<file path="config.mk">
export PLATFORM = sky130hd
export DESIGN_NAME = issue_delay_ctrl
export DESIGN_NICKNAME = d
export VERILOG_FILES = /design/src/rtl/idc_pkg.sv /design/src/rtl/idc_stall_ctr.sv /design/src/rtl/idc_pend_board.sv /design/src/rtl/idc_issue_reg.sv /design/src/rtl/issue_delay_ctrl.sv
export SDC_FILE = /design/constraint.sdc
export NUM_CORES = 1
export LEC_CHECK = 0
export ABC_AREA = 1
export BUFFER_PORTS_ARGS = -buffer_cell sky130_fd_sc_hd__buf_2
export CAP_MARGIN = 30
export CELL_PAD_IN_SITES_DETAIL_PLACEMENT = 1
export CELL_PAD_IN_SITES_GLOBAL_PLACEMENT = 2
export CORE_ASPECT_RATIO = 2
export CORE_MARGIN = 2
export CORE_UTILIZATION = 32
export DETAILED_ROUTE_END_ITERATION = 6
export PLACE_DENSITY = 0.82
export SETUP_SLACK_MARGIN = 0.5
export SLEW_MARGIN = 25
export SYNTH_ARGS = -nofsm -noshare
export SYNTH_HDL_FRONTEND = slang
export SYNTH_SLANG_ARGS = --single-unit
</file>
<file path="constraint.sdc">
create_clock -name clk -period 2 [get_ports clk]
set_input_delay 0 -clock clk [delete_from_list [all_inputs] [get_ports clk]]
set_output_delay 0 -clock clk [all_outputs]
set_load 0.01 [all_outputs]
</file>
<file path="src/rtl/idc_pkg.sv">
package idc_pkg;

  // Why an offered instruction is being held this cycle.
  typedef enum logic [1:0] {
    HOLD_NONE  = 2'd0,
    HOLD_STALL = 2'd1,
    HOLD_PEND  = 2'd2,
    HOLD_BOTH  = 2'd3
  } hold_e;

  // One step of the compiler stall countdown: saturating decrement.
  function automatic int unsigned count_step(int unsigned cur);
    return (cur == 0) ? 0 : cur - 1;
  endfunction

  // Merge the two hold sources into one reason code.
  function automatic hold_e hold_of(logic stall_busy, logic pend_hit);
    return hold_e'({pend_hit, stall_busy});
  endfunction

endpackage

</file>
<file path="src/rtl/idc_stall_ctr.sv">
module idc_stall_ctr #(
  parameter int STALL_W = 4
) (
  input  logic               clk,
  input  logic               rst_n,
  input  logic               load_en,
  input  logic [STALL_W-1:0] load_val,
  output logic               busy
);

  logic [STALL_W-1:0] cnt_q;

  always_ff @(posedge clk or negedge rst_n) begin
    if (!rst_n) begin
      cnt_q <= '0;
    end else if (load_en) begin
      cnt_q <= load_val;
    end else begin
      cnt_q <= STALL_W'(idc_pkg::count_step(32'(cnt_q)));
    end
  end

  assign busy = (cnt_q != '0);

endmodule

</file>
<file path="src/rtl/idc_pend_board.sv">
module idc_pend_board #(
  parameter int NUM_REGS = 64,
  parameter int REG_W    = 6
) (
  input  logic                clk,
  input  logic                rst_n,
  input  logic                set_en,
  input  logic [REG_W-1:0]    set_idx,
  input  logic                clr_en,
  input  logic [REG_W-1:0]    clr_idx,
  input  logic [REG_W-1:0]    probe_a,
  input  logic [REG_W-1:0]    probe_b,
  output logic                hit,
  output logic [NUM_REGS-1:0] bits
);

  logic [NUM_REGS-1:0] bits_q;

  // Clear first, then set: a load landing with a writeback to the
  // same register leaves the register pending.
  function automatic logic [NUM_REGS-1:0] pend_next(
    logic [NUM_REGS-1:0] cur,
    logic                s_en,
    logic [REG_W-1:0]    s_idx,
    logic                c_en,
    logic [REG_W-1:0]    c_idx
  );
    logic [NUM_REGS-1:0] nxt;
    nxt = cur;
    if (c_en) nxt[c_idx] = 1'b0;
    if (s_en) nxt[s_idx] = 1'b1;
    return nxt;
  endfunction

  always_ff @(posedge clk or negedge rst_n) begin
    if (!rst_n) begin
      bits_q <= '0;
    end else begin
      bits_q <= pend_next(bits_q, set_en, set_idx, clr_en, clr_idx);
    end
  end

  assign hit  = bits_q[probe_a] | bits_q[probe_b];
  assign bits = bits_q;

endmodule

</file>
<file path="src/rtl/idc_issue_reg.sv">
module idc_issue_reg #(
  parameter int WARP_W = 2,
  parameter int REG_W  = 6
) (
  input  logic              clk,
  input  logic              rst_n,
  input  logic              cap_en,
  input  logic [WARP_W-1:0] warp,
  input  logic              load,
  input  logic [REG_W-1:0]  dst,
  input  logic [REG_W-1:0]  src_a,
  input  logic [REG_W-1:0]  src_b,
  output logic              o_valid,
  output logic [WARP_W-1:0] o_warp,
  output logic              o_load,
  output logic [REG_W-1:0]  o_dst,
  output logic [REG_W-1:0]  o_src_a,
  output logic [REG_W-1:0]  o_src_b
);

  always_ff @(posedge clk or negedge rst_n) begin
    if (!rst_n) begin
      o_valid <= 1'b0;
      o_warp  <= '0;
      o_load  <= 1'b0;
      o_dst   <= '0;
      o_src_a <= '0;
      o_src_b <= '0;
    end else begin
      o_valid <= cap_en;
      if (cap_en) begin
        o_warp  <= warp;
        o_load  <= load;
        o_dst   <= dst;
        o_src_a <= src_a;
        o_src_b <= src_b;
      end
    end
  end

endmodule

</file>
<file path="src/rtl/issue_delay_ctrl.sv">
module issue_delay_ctrl #(
  parameter int NUM_WARPS = 4,
  parameter int NUM_REGS  = 64,
  parameter int STALL_W   = 4,
  localparam int WARP_W   = $clog2(NUM_WARPS),
  localparam int REG_W    = $clog2(NUM_REGS)
) (
  input  logic                 clk,
  input  logic                 rst_n,
  input  logic                 in_valid,
  output logic                 in_ready,
  input  logic [WARP_W-1:0]    in_warp,
  input  logic                 in_load,
  input  logic [REG_W-1:0]     in_dst,
  input  logic [REG_W-1:0]     in_src_a,
  input  logic [REG_W-1:0]     in_src_b,
  input  logic [STALL_W-1:0]   in_stall,
  input  logic                 wb_valid,
  input  logic [WARP_W-1:0]    wb_warp,
  input  logic [REG_W-1:0]     wb_dst,
  output logic                 iss_valid,
  output logic [WARP_W-1:0]    iss_warp,
  output logic                 iss_load,
  output logic [REG_W-1:0]     iss_dst,
  output logic [REG_W-1:0]     iss_src_a,
  output logic [REG_W-1:0]     iss_src_b,
  output logic [NUM_WARPS-1:0] warp_ready
);

  localparam int PEND_BITS = NUM_WARPS * NUM_REGS;

  // Named internal events, visible to the bound checker.
  logic [NUM_WARPS-1:0] busy_w;
  logic [NUM_WARPS-1:0] hit_w;
  logic [PEND_BITS-1:0] pend_flat;
  logic                 sel_busy;
  logic                 sel_hit;
  idc_pkg::hold_e       hold_reason;
  logic                 fire;

  assign sel_busy    = busy_w[in_warp];
  assign sel_hit     = hit_w[in_warp];
  assign hold_reason = idc_pkg::hold_of(sel_busy, sel_hit);
  assign in_ready    = (hold_reason == idc_pkg::HOLD_NONE);
  assign fire        = in_valid && in_ready;
  assign warp_ready  = ~busy_w;

  for (genvar w = 0; w < NUM_WARPS; w++) begin : g_warp
    logic this_in;
    logic this_wb;
    assign this_in = (in_warp == WARP_W'(w));
    assign this_wb = wb_valid && (wb_warp == WARP_W'(w));

    idc_stall_ctr #(
      .STALL_W (STALL_W)
    ) u_ctr (
      .clk      (clk),
      .rst_n    (rst_n),
      .load_en  (fire && this_in),
      .load_val (in_stall),
      .busy     (busy_w[w])
    );

    idc_pend_board #(
      .NUM_REGS (NUM_REGS),
      .REG_W    (REG_W)
    ) u_pend (
      .clk     (clk),
      .rst_n   (rst_n),
      .set_en  (fire && this_in && in_load),
      .set_idx (in_dst),
      .clr_en  (this_wb),
      .clr_idx (wb_dst),
      .probe_a (in_src_a),
      .probe_b (in_src_b),
      .hit     (hit_w[w]),
      .bits    (pend_flat[w*NUM_REGS +: NUM_REGS])
    );
  end

  idc_issue_reg #(
    .WARP_W (WARP_W),
    .REG_W  (REG_W)
  ) u_iss (
    .clk     (clk),
    .rst_n   (rst_n),
    .cap_en  (fire),
    .warp    (in_warp),
    .load    (in_load),
    .dst     (in_dst),
    .src_a   (in_src_a),
    .src_b   (in_src_b),
    .o_valid (iss_valid),
    .o_warp  (iss_warp),
    .o_load  (iss_load),
    .o_dst   (iss_dst),
    .o_src_a (iss_src_a),
    .o_src_b (iss_src_b)
  );

endmodule

</file>
# Yosys cells after proc, flatten, opt, wreduce, memory -nomap -nowiden
# Cells that the tools add are included.
# Widths: inputs -> output; s select.
# word_totals
ff_bits	294
inputBits	37
elab_cells	111
output_inout_bits	27
# op_classes
addsub	4
reduce_logical	26
magnitude_cmp	7
n_eq_ne	6
bitwise_logic	14
muxes	40
# ops
operator	n
$mux 64	8
$and 64x64->64	4
$or 64x64->64	4
$not 64->64	1
$bmux 1 s6	8
$mux 4	8
$lt 6x7->1 const B	4
$logic_not 4->1	4
$reduce_bool 4->1	4
$sub 4x1->4 const B	4
$logic_and 1x1->1	15
$demux 1 s6	2
$ge 6x1->1 const B	2
$mux 1	12
$eq 2x2->1 const B	4
$logic_not 2->1	3
$bmux 1 s2	2
$eq 2x1->1 const B	2
$not 4->4	1
$or 1x1->1	4
$lt 2x3->1 const B	1

# Depth between registers and ports, before layout
# Gate-level depths: netlist of run 1.
# logic_depth
depth_word	10
ltp_mapped	21
depth_no_buf	17

# By module
# From an unflattened synthesis of run 1, not the netlist that was laid out.
# hier_totals
cells_unflattened	2563
hier_area_um2	17948.5
# modules_own_cells
module	area_each_um2	cells_each	seq_area_each_um2	n_inst
idc_pend_board at g_warp[1].u_pend ...	4052.6	584	1601.5	2
idc_pend_board at g_warp[3].u_pend	4005.1	573	1601.5	1
idc_pend_board at g_warp[0].u_pend	4003.8	580	1601.5	1
idc_issue_reg	828.3	90	550.5	1
idc_stall_ctr	201.4	26	100.1	4
issue_delay_ctrl	200.2	48	0.0	1

# Worst setup path before layout of run 1
# OpenSTA, ideal clock, no wires.
# synth_path
path_type	reg2reg
startpoint	register g_warp[3].u_ctr.cnt_q[1]
endpoint	register g_warp[0].u_pend.bits_q[32]
path_buffers	3
setup_slack_ns	-0.066
setup_ns	0.066
synth_period_minus_slack_ns	2.066
arrival_time_ns	2.001
required_ns	1.934
path_stages_with_launch	15
cell_sequence	dfrtp_1 > nor2_1 > nand2_1 > nor2_1 > inv_1 > o21ai_0 > a221oi_1 > inv_1 > nand2_1 > nor3_2 > buf_4 > buf_6 > buf_4 > nand4_1 > nand2_1
# synth_via
elab_chain_len	8
# synth_lines
element	line_no	rtl
start: declaration	idc_stall_ctr.sv:11	logic [STALL_W-1:0] cnt_q;
start signal: assignment	idc_stall_ctr.sv:17	cnt_q <= load_val;
start signal: assignment	idc_stall_ctr.sv:19	cnt_q <= STALL_W'(idc_pkg::count_step(32'(cnt_q)));
$reduce_bool 4->1	idc_stall_ctr.sv:23	assign busy = (cnt_q != '0);
$bmux 1 s2	issue_delay_ctrl.sv:41	assign sel_busy = busy_w[in_warp];
$mux 1 (implied by the code)	issue_delay_ctrl.sv:41	
$logic_not 2->1	issue_delay_ctrl.sv:44	assign in_ready = (hold_reason == idc_pkg::HOLD_NONE);
$logic_and 1x1->1	issue_delay_ctrl.sv:45	assign fire = in_valid && in_ready;
$logic_and 1x1->1 (2 in series)	issue_delay_ctrl.sv:70	.set_en (fire && this_in && in_load),
$mux 64	idc_pend_board.sv:31	if (s_en) nxt[s_idx] = 1'b1;
end signal: assignment	idc_pend_board.sv:39	bits_q <= pend_next(bits_q, set_en, set_idx, clr_en, clr_idx);
end: declaration	idc_pend_board.sv:17	logic [NUM_REGS-1:0] bits_q;
# No other way between the ends. The select of a mux whose other input is x is not followed.
# A chain may end at the register's enable or synchronous reset.

# Final worst setup path of run 1
# layout_path
startpoint	register g_warp[2].u_pend.bits_q[51]
endpoint	register g_warp[2].u_pend.bits_q[3]
# layout_via
elab_chain_len	10
word_cells_on_any_way	12
cone_classes	mux (7); bitwise (1); reduce/logical (4)
# layout_lines
element	line_no	rtl
start: declaration	idc_pend_board.sv:17	
start signal: assignment	idc_pend_board.sv:39	
$bmux 1 s6	idc_pend_board.sv:43	assign hit = bits_q[probe_a] | bits_q[probe_b];
$mux 1 (implied by the code)	idc_pend_board.sv:43	
$or 1x1->1 *	idc_pend_board.sv:43	
$bmux 1 s2 *	issue_delay_ctrl.sv:42	assign sel_hit = hit_w[in_warp];
$mux 1 (implied by the code) *	issue_delay_ctrl.sv:42	
$logic_not 2->1 *	issue_delay_ctrl.sv:44	
$logic_and 1x1->1 *	issue_delay_ctrl.sv:45	
$logic_and 1x1->1 * (2 in series)	issue_delay_ctrl.sv:70	
$mux 64 *	idc_pend_board.sv:31	
# Every way passes the cells marked *; elsewhere a longest branch is shown, timed or not. The select of a mux whose other input is x is not followed.

==> results.py, run 1 <==
metrics = {
    "status": {
        "status": "complete, but fails checks",
        "violations": "negative setup slack",
    },
    "synthesis": {
        "async_flop_share": 1.00,
        "yosysUniqueCellTypes": 19,
        "synth.area.top_cells": "dfrtp_1, nand2_1, nand3_1",
        "synth_seq_cells": 294,
        "synth_most_common_cell": "nand2_1",
        "syn_inst": 2697,
        "synth_edf_count": 0,
        "netlist_area_um2": 18300,
        "avgSynthCellArea_um2": 6.78,
        "ys_seq_area_frac": 0.402,
        "ys.flop_type": "dfrtp_1",
        "postSynthNetCount": 2734,
        "yosys.area.top_type_share": 0.402,
        "yosys.area.top_type": "dfrtp_1",
        "synth_common_cells": "nand2_1, nand3_1, o21ai_0",
        "ys_warn_count": 0,
    },
    "global_route": {
        "antenna_found_initial": 0,
        "grt_pass1_vias": 22700,
        "grt_first_pass_wirelength_um": 141000,
        "grt_util_all_layers": 0.312,
        "grt_max_degree": 68,
        "grt_overflow": 0,
    },
    "cts": {
        "numCtsBuffers": 34,
        "clk_pin_slew_ns": 0.06,
        "clock-sinks": 294,
        "clockBufferDepth": 3,
        "cts_tree": "built",
        "htreeDepth": 2,
        "clock_latency_ns": 0.56,
        "root_buffer": "clkbuf_16",
    },
    "pwr": {
        "p_per_area_nw_per_um2": 799,
        "power.total_uw": 19500,
        "ir_drop_v": 0.000857,
        "leakage_uw": 0.0117,
    },
    "worst_setup_path": {
        "worst-setup-path-type": "reg2reg",
        "cpMaxStageDelayCell": "dfrtp_1",
        "worst-path-buf-inv": 6,
        "cp-start-kind": "flip-flop",
        "cp_data_arrival_time_ns": 3.12,
        "worst-path-max-fanout": 6,
        "crit_top_cell": "nand2_1",
        "slowest_delay_ns": 0.41,
        "end_kind": "flip-flop",
        "crit_chain": "nand2_1, nand3_1, nand3_1, nand2_1, nand2_1, nand3_2, nand3_1, nand2_1, inv_1, nand2_1, nand2_1, nand3_2, nor3_4, buf_4, buf_6, buf_16, buf_12, buf_16, nand4_1, nand2_1",
        "critical_path_required_ns": 2.48,
        "crit_family": "simple AND/OR/NAND/NOR gates",
    },
    "place": {
        "dpl_cell_area_um2": 20900,
        "routabilityCongestion": 0.935,
        "port_buffers": 63,
        "dp_hpwl_um": 58500,
        "place_inst": 3510,
    },
    "sta": {
        "setup_viol_count_final": 295,
        "finalClockSkew_ns": 0.0196,
        "fmax_mhz": 379,
        "post-route-period-util": 1.32,
        "tns_ns": -163.21,
        "finalMaxSlewViolations": 0,
        "slew_headroom": 0.587,
        "worst_slack_ns": -0.642,
        "rsz0062_at_grt": "true",
        "fin_crit_ns": 2.64,
        "worst_pin_slew_ns": 0.618,
        "finalHoldViolCount": 0,
    },
    "route": {
        "final_antenna_net_count": 0,
        "drc": 0,
        "vias": 22200,
        "drt_iter0_drc": 2037,
        "first_pass_iters": 5,
        "wirelength_um": 96600,
        "wl_per_cell_um": 26.3,
        "vias_per_cell": 6.04,
    },
    "floorplan": {
        "io_pins": 64,
        "die_y_um": 342,
        "core_area_um2": 56800,
        "die_area_um2": 59200,
        "start_util": 0.322,
        "die_w_um": 173,
        "rows": 124,
    },
    "finish": {
        "fin_nets": 2926,
        "final-instance-count-excl-fill": 3668,
        "area_growth_syn_to_layout_pct": 33.4,
        "post-route-cell-area_um2": 24400,
        "drive_gt1_frac": 0.187,
    },
    "run": {
        "drv_cap": 0,
    },
    "min_path": {
        "min_path_type": "in2reg",
    },
}
path summary, 6_finish.rpt:
check	end	slack, ns	depth (start not counted)	start
worst max-delay path	g_warp[2].u_pend.bits[3]	-0.64	20	g_warp[2].u_pend.bits[51]
worst min-delay path	u_iss.o_src_a[5]	0.06	4	in_src_a[5]
worst max register to register	g_warp[2].u_pend.bits[3]	-0.64	20	g_warp[2].u_pend.bits[51]
worst min register to register	u_iss.o_warp[0]	0.49	2	u_iss.o_warp[0]
max in group asynchronous	g_warp[3].u_pend.bits[51]	0.72	4	rst_n
min in group asynchronous	g_warp[2].u_pend.bits[12]	0.51	3	rst_n
power breakdown:
group	leakage [uW]	total, uW	switching, uW	internal (uW)
logic	0.00706	6000	3300	2690
registers	0.00405	6620	287	6340
clock network	0.000565	6870	2800	4060
kinds of logic (layout without fill, tap and decap cells):
| logic type | after synthesis | in the layout | synth area share |
|---|---|---|---|
| AND/OR/NAND/NOR | 1826 | 1826 | 0.443 |
| AO/OA/AOI/OAI | 307 | 307 | 0.0842 |
| flip-flops | 294 | 294 | 0.402 |
| buffers and inverters | 270 | 484 | 0.0705 |
| other | 0 | 1 | 0 |
sequential cells by signal, summed over array words and instances (netlist names):
register,count
u_iss.o_dst,6
u_iss.o_src_b,6
g_warp.u_ctr.cnt_q,16
u_iss.o_valid,1
u_iss.o_load,1
u_iss.o_src_a,6
g_warp.u_pend.bits,256
u_iss.o_warp,2
layout by cell type, fill, tap and decap left out, types with 2 or more instances in the layout:
| cell type | count |
|---|---|
| nand2_1 | 984 |
| buf_6 | 23 |
| nand3_1 | 402 |
| inv_1 | 38 |
| nor2_2 | 5 |
| o21ai_2 | 13 |
| nand3_2 | 55 |
| buf_8 | 9 |
| clkbuf_1 | 7 |
| dfrtp_2 | 2 |
| clkbuf_8 | 6 |
| clkinvlp_4 | 3 |
| buf_2 | 57 |
| nand2_2 | 26 |
| inv_4 | 2 |
| nor2_1 | 68 |
| inv_2 | 5 |
| buf_12 | 66 |
| nand3_4 | 3 |
| clkinv_1 | 3 |
| o21ai_0 | 267 |
| buf_4 | 164 |
| clkbuf_16 | 54 |
| nor2_4 | 7 |
| a21oi_1 | 4 |
| nand4_1 | 256 |
| nand2_4 | 3 |
| dlygate4sd3_1 | 15 |
| o21ai_1 | 21 |
| nor3_1 | 8 |
| clkinv_2 | 2 |
| bufinv_16 | 4 |
| dfrtp_1 | 292 |
| nor3_2 | 8 |
| buf_16 | 25 |
layer usage:
metal	up-vias	track usage	part of all wire
met4	0	0.204	0.071
li1	9625	-	-
met3	299	0.0464	0.077
met5	-	0	0
met1	11100	0.385	0.39
met2	1134	0.506	0.46
metrics by stage:
step	setup WS, ns	utilization	hold slack, ns
CTS	-0.433	0.410	0.0334
detailed placement	-0.686	0.368	-0.0420
global placement	-0.622	0.368	-0.0363
floorplan	0.0631	-	-0.296
finish	-0.642	0.430	0.0579
global route	-0.748	0.430	0.0609
what timing repair did:
item | CTS | global route
pin swaps | 16 | 63
setup buffers | 8 | 33
cloned | 21 | 22
endpoints found under the setup margin | 299 | 316
resized for setup | 111 | 104
hold endpoints to repair | 355 | 0
hold buffers | 15 | 0
tightest hold or removal path, cell delays in order:
cell and delay [ns]:
buf_2 0.15, inv_1 0.17, buf_4 0.17, o21ai_1 0.07
area by class of cell:
cell class                 count  area [um2]
multi-input combinational   2133       10200
sequential                   294        7360
tap                          756         946
clock buffer                  49        1020
inverter                      49         205
fill                        7061       32400
clock inverter                 9         153
timing repair buffer         377        4510
antenna                        1        2.50
No activity file was read; power rests on OpenSTA's default activity.
==> inputs of run 2 (changes only) <==
Settings changed: PLACE_DENSITY 0.82 to default, PLACE_DENSITY_LB_ADDON from default to 0.08.
==> run 2 against run 1 <==
Effect of this change: the flow still finishes with violations (negative setup slack); clock skew grew 0.0026 ns; sequential share of layout area grew 0.13 points; first-iteration DRC count shrank 29%; global-route usage grew 0.71 points; highest routed layer is now met5.
==> results.py, run 2 (synthesis results as in run 1) <==
metrics = {
    "finish": {
        "fillCellCount": 7087,
        "largest_reg_flops": 256,
        "drive_gt1_frac": 0.208,
        "regArea_um2": 7360,
        "area_growth_syn_to_layout_pct": 32.9,
        "final_common_cell": "nand2_1",
        "post-route-cell-area_um2": 24300,
        "final_cell_mix": "nand2_1, nand3_1, dfrtp_1",
        "final-instance-count-excl-fill": 3643,
        "multi_input_area_um2": 10600,
        "post-route-util": 0.428,
        "fin_nets": 2899,
        "n_antenna_cell": 0,
    },
    "global_route": {
        "grt_max_degree": 97,
        "grt_pass1_vias": 21500,
        "grt_util_all_layers": 0.319,
        "grt_first_pass_wirelength_um": 143000,
        "grt_overflow": 0,
        "antenna_found_initial": 2,
    },
    "floorplan": {
        "rows": 124,
        "die_y_um": 342,
        "core_area_um2": 56800,
        "io_pins": 64,
        "die_area_um2": 59200,
        "die_w_um": 173,
        "start_util": 0.322,
    },
    "cts": {
        "clk_pin_slew_ns": 0.06,
        "numCtsBuffers": 34,
        "clock-sinks": 294,
        "htreeDepth": 2,
        "clock_latency_ns": 0.56,
        "root_buffer": "clkbuf_16",
        "cts_tree": "built",
        "clockBufferDepth": 3,
    },
    "place": {
        "dpl_worst_slack_ns": -0.665,
        "routabilityCongestion": 0.951,
        "dpl_cell_area_um2": 21100,
        "dp_hpwl_um": 61800,
        "place_inst": 3528,
        "port_buffers": 63,
    },
    "min_path": {
        "min_path_type": "in2async",
    },
    "worst_setup_path": {
        "worst-setup-path-type": "reg2reg",
        "end_kind": "flip-flop",
        "cp-start-kind": "flip-flop",
        "critical_path_required_ns": 2.48,
        "cpMaxStageDelayCell": "dfrtp_1",
        "crit_chain": "nand2_1, nand3_1, nand3_2, nand2_2, nand2_2, nand2_1, o21ai_1, nand2_1, nand2_1, nand2_1, nand2_1, nand3_2, nor3_4, buf_6, buf_12, clkbuf_16, nand4_1, nand2_1",
        "slowest_delay_ns": 0.41,
        "worst-path-max-fanout": 8,
        "cp_data_arrival_time_ns": 2.92,
        "crit_top_cell": "nand2_1",
    },
    "route": {
        "final_antenna_net_count": 0,
        "vias_per_cell": 5.80,
        "met1_length_um": 40500,
        "top_layer_used": "met5",
        "drc": 0,
        "wl_met2_um": 47400,
        "wl_met3_um": 4250,
        "wirelength_um": 98300,
        "drt_iter0_drc": 1446,
        "first_pass_iters": 7,
        "vias": 21100,
        "wl_per_cell_um": 27.0,
    },
    "pwr": {
        "p_sw_frac": 0.325,
        "power_frac_clock": 0.384,
        "internal_power_uw": 13000,
        "ir_drop_v": 0.000683,
        "leakage_uw": 0.0116,
        "p_seq_frac": 0.341,
        "p_per_area_nw_per_um2": 795,
        "power.total_uw": 19300,
        "p_comb_frac": 0.275,
        "switching_power_uw": 6290,
    },
    "sta": {
        "fin_crit_ns": 2.44,
        "finalMaxSlewViolations": 0,
        "finalClockSkew_ns": 0.0221,
        "post-route-period-util": 1.22,
        "setup_viol_count_final": 295,
        "fmax_mhz": 410,
        "slew_headroom": 0.568,
        "finalHoldViolCount": 0,
        "rsz0062_at_grt": "true",
        "worst_slack_ns": -0.439,
        "worst_pin_slew_ns": 0.649,
    },
    "status": {
        "violations": "negative setup slack",
        "status": "complete, but fails checks",
    },
    "run": {
        "drv_cap": 0,
    },
}
-- run 2: changes by cell type in the layout (fill, tap and decap cells not counted), sizes merged --
cell | previous run | this run
bufinv | 4 | 7
buf | 344 | 315
dlygate4sd3 | 15 | 12
diode | 1 | 0
clkinvlp | 3 | 0
clkbuf | 67 | 69
clkinv | 5 | 11
-- run 2: final timing paths --
| kind | from | endpoint | slack (ns) | depth (start not counted) |
|---|---|---|---|---|
| max in group asynchronous | rst_n | g_warp[0].u_pend.bits[27] | 1.28 | 3 |
| setup reg to reg | g_warp[0].u_pend.bits[28] | g_warp[1].u_pend.bits[4] | -0.44 | 18 |
| setup / recovery | g_warp[0].u_pend.bits[28] | g_warp[1].u_pend.bits[4] | -0.44 | 18 |
| hold / removal | rst_n | u_iss.o_dst[3] | 0.005 | 2 |
| min in group clk | in_src_b[1] | u_iss.o_src_b[1] | 0.05 | 4 |
| hold reg to reg | u_iss.o_src_b[1] | u_iss.o_src_b[1] | 0.49 | 2 |
-- run 2: final cells by class --
type                            count  area share
Inverter                           49     0.00778
Multi-Input combinational cell   2133       0.437
Tap cell                          756      0.0389
Clock buffer                       46      0.0424
Clock inverter                     15      0.0103
Timing Repair Buffer              350       0.161
Sequential cell                   294       0.303
-- run 2: per-layer routing --
metal / global-route usage / vias up
met5: 0 / -
met4: 0.165 / 2
met3: 0.0340 / 226
met2: 0.541 / 632
met1: 0.399 / 10700
li1: - / 9560
-- run 2: worst max-delay path, delay by kind of cell (launching register included) --
family,cells,cell delay (ns)
AO/OA/AOI/OAI,1,0.12
buffers and inverters,3,0.56
flip-flops,1,0.41
AND/OR/NAND/NOR,14,1.25
-- run 2: timing repair --
action	CTS	global route
cloned	2	28
setup endpoints to repair	299	299
hold buffers	12	0
pin swaps	47	80
buffers inserted	5	6
hold endpoints to repair	325	0
gates resized for setup	101	145
-- run 2: power by group through the flow --
stage	sequential (uW)	clock (uW)	combinational, uW
global placement	6680	0	4110
detailed placement	6680	0	4150
finish	6580	7420	5310
global route	6630	7750	5620
floorplan	6730	0	1880
CTS	6580	7540	4380
-- run 2: stage by stage --
stage | hold WS [ns] | TNS, ns
2_1_floorplan | -0.296 | 0
3_3_place_gp | 0.0221 | -160.82
3_5_place_dp | 0.0327 | -164.45
4_1_cts | 0.0163 | -105.27
5_1_grt | 0.0373 | -153.60
6_report | 0.00491 | -110.59
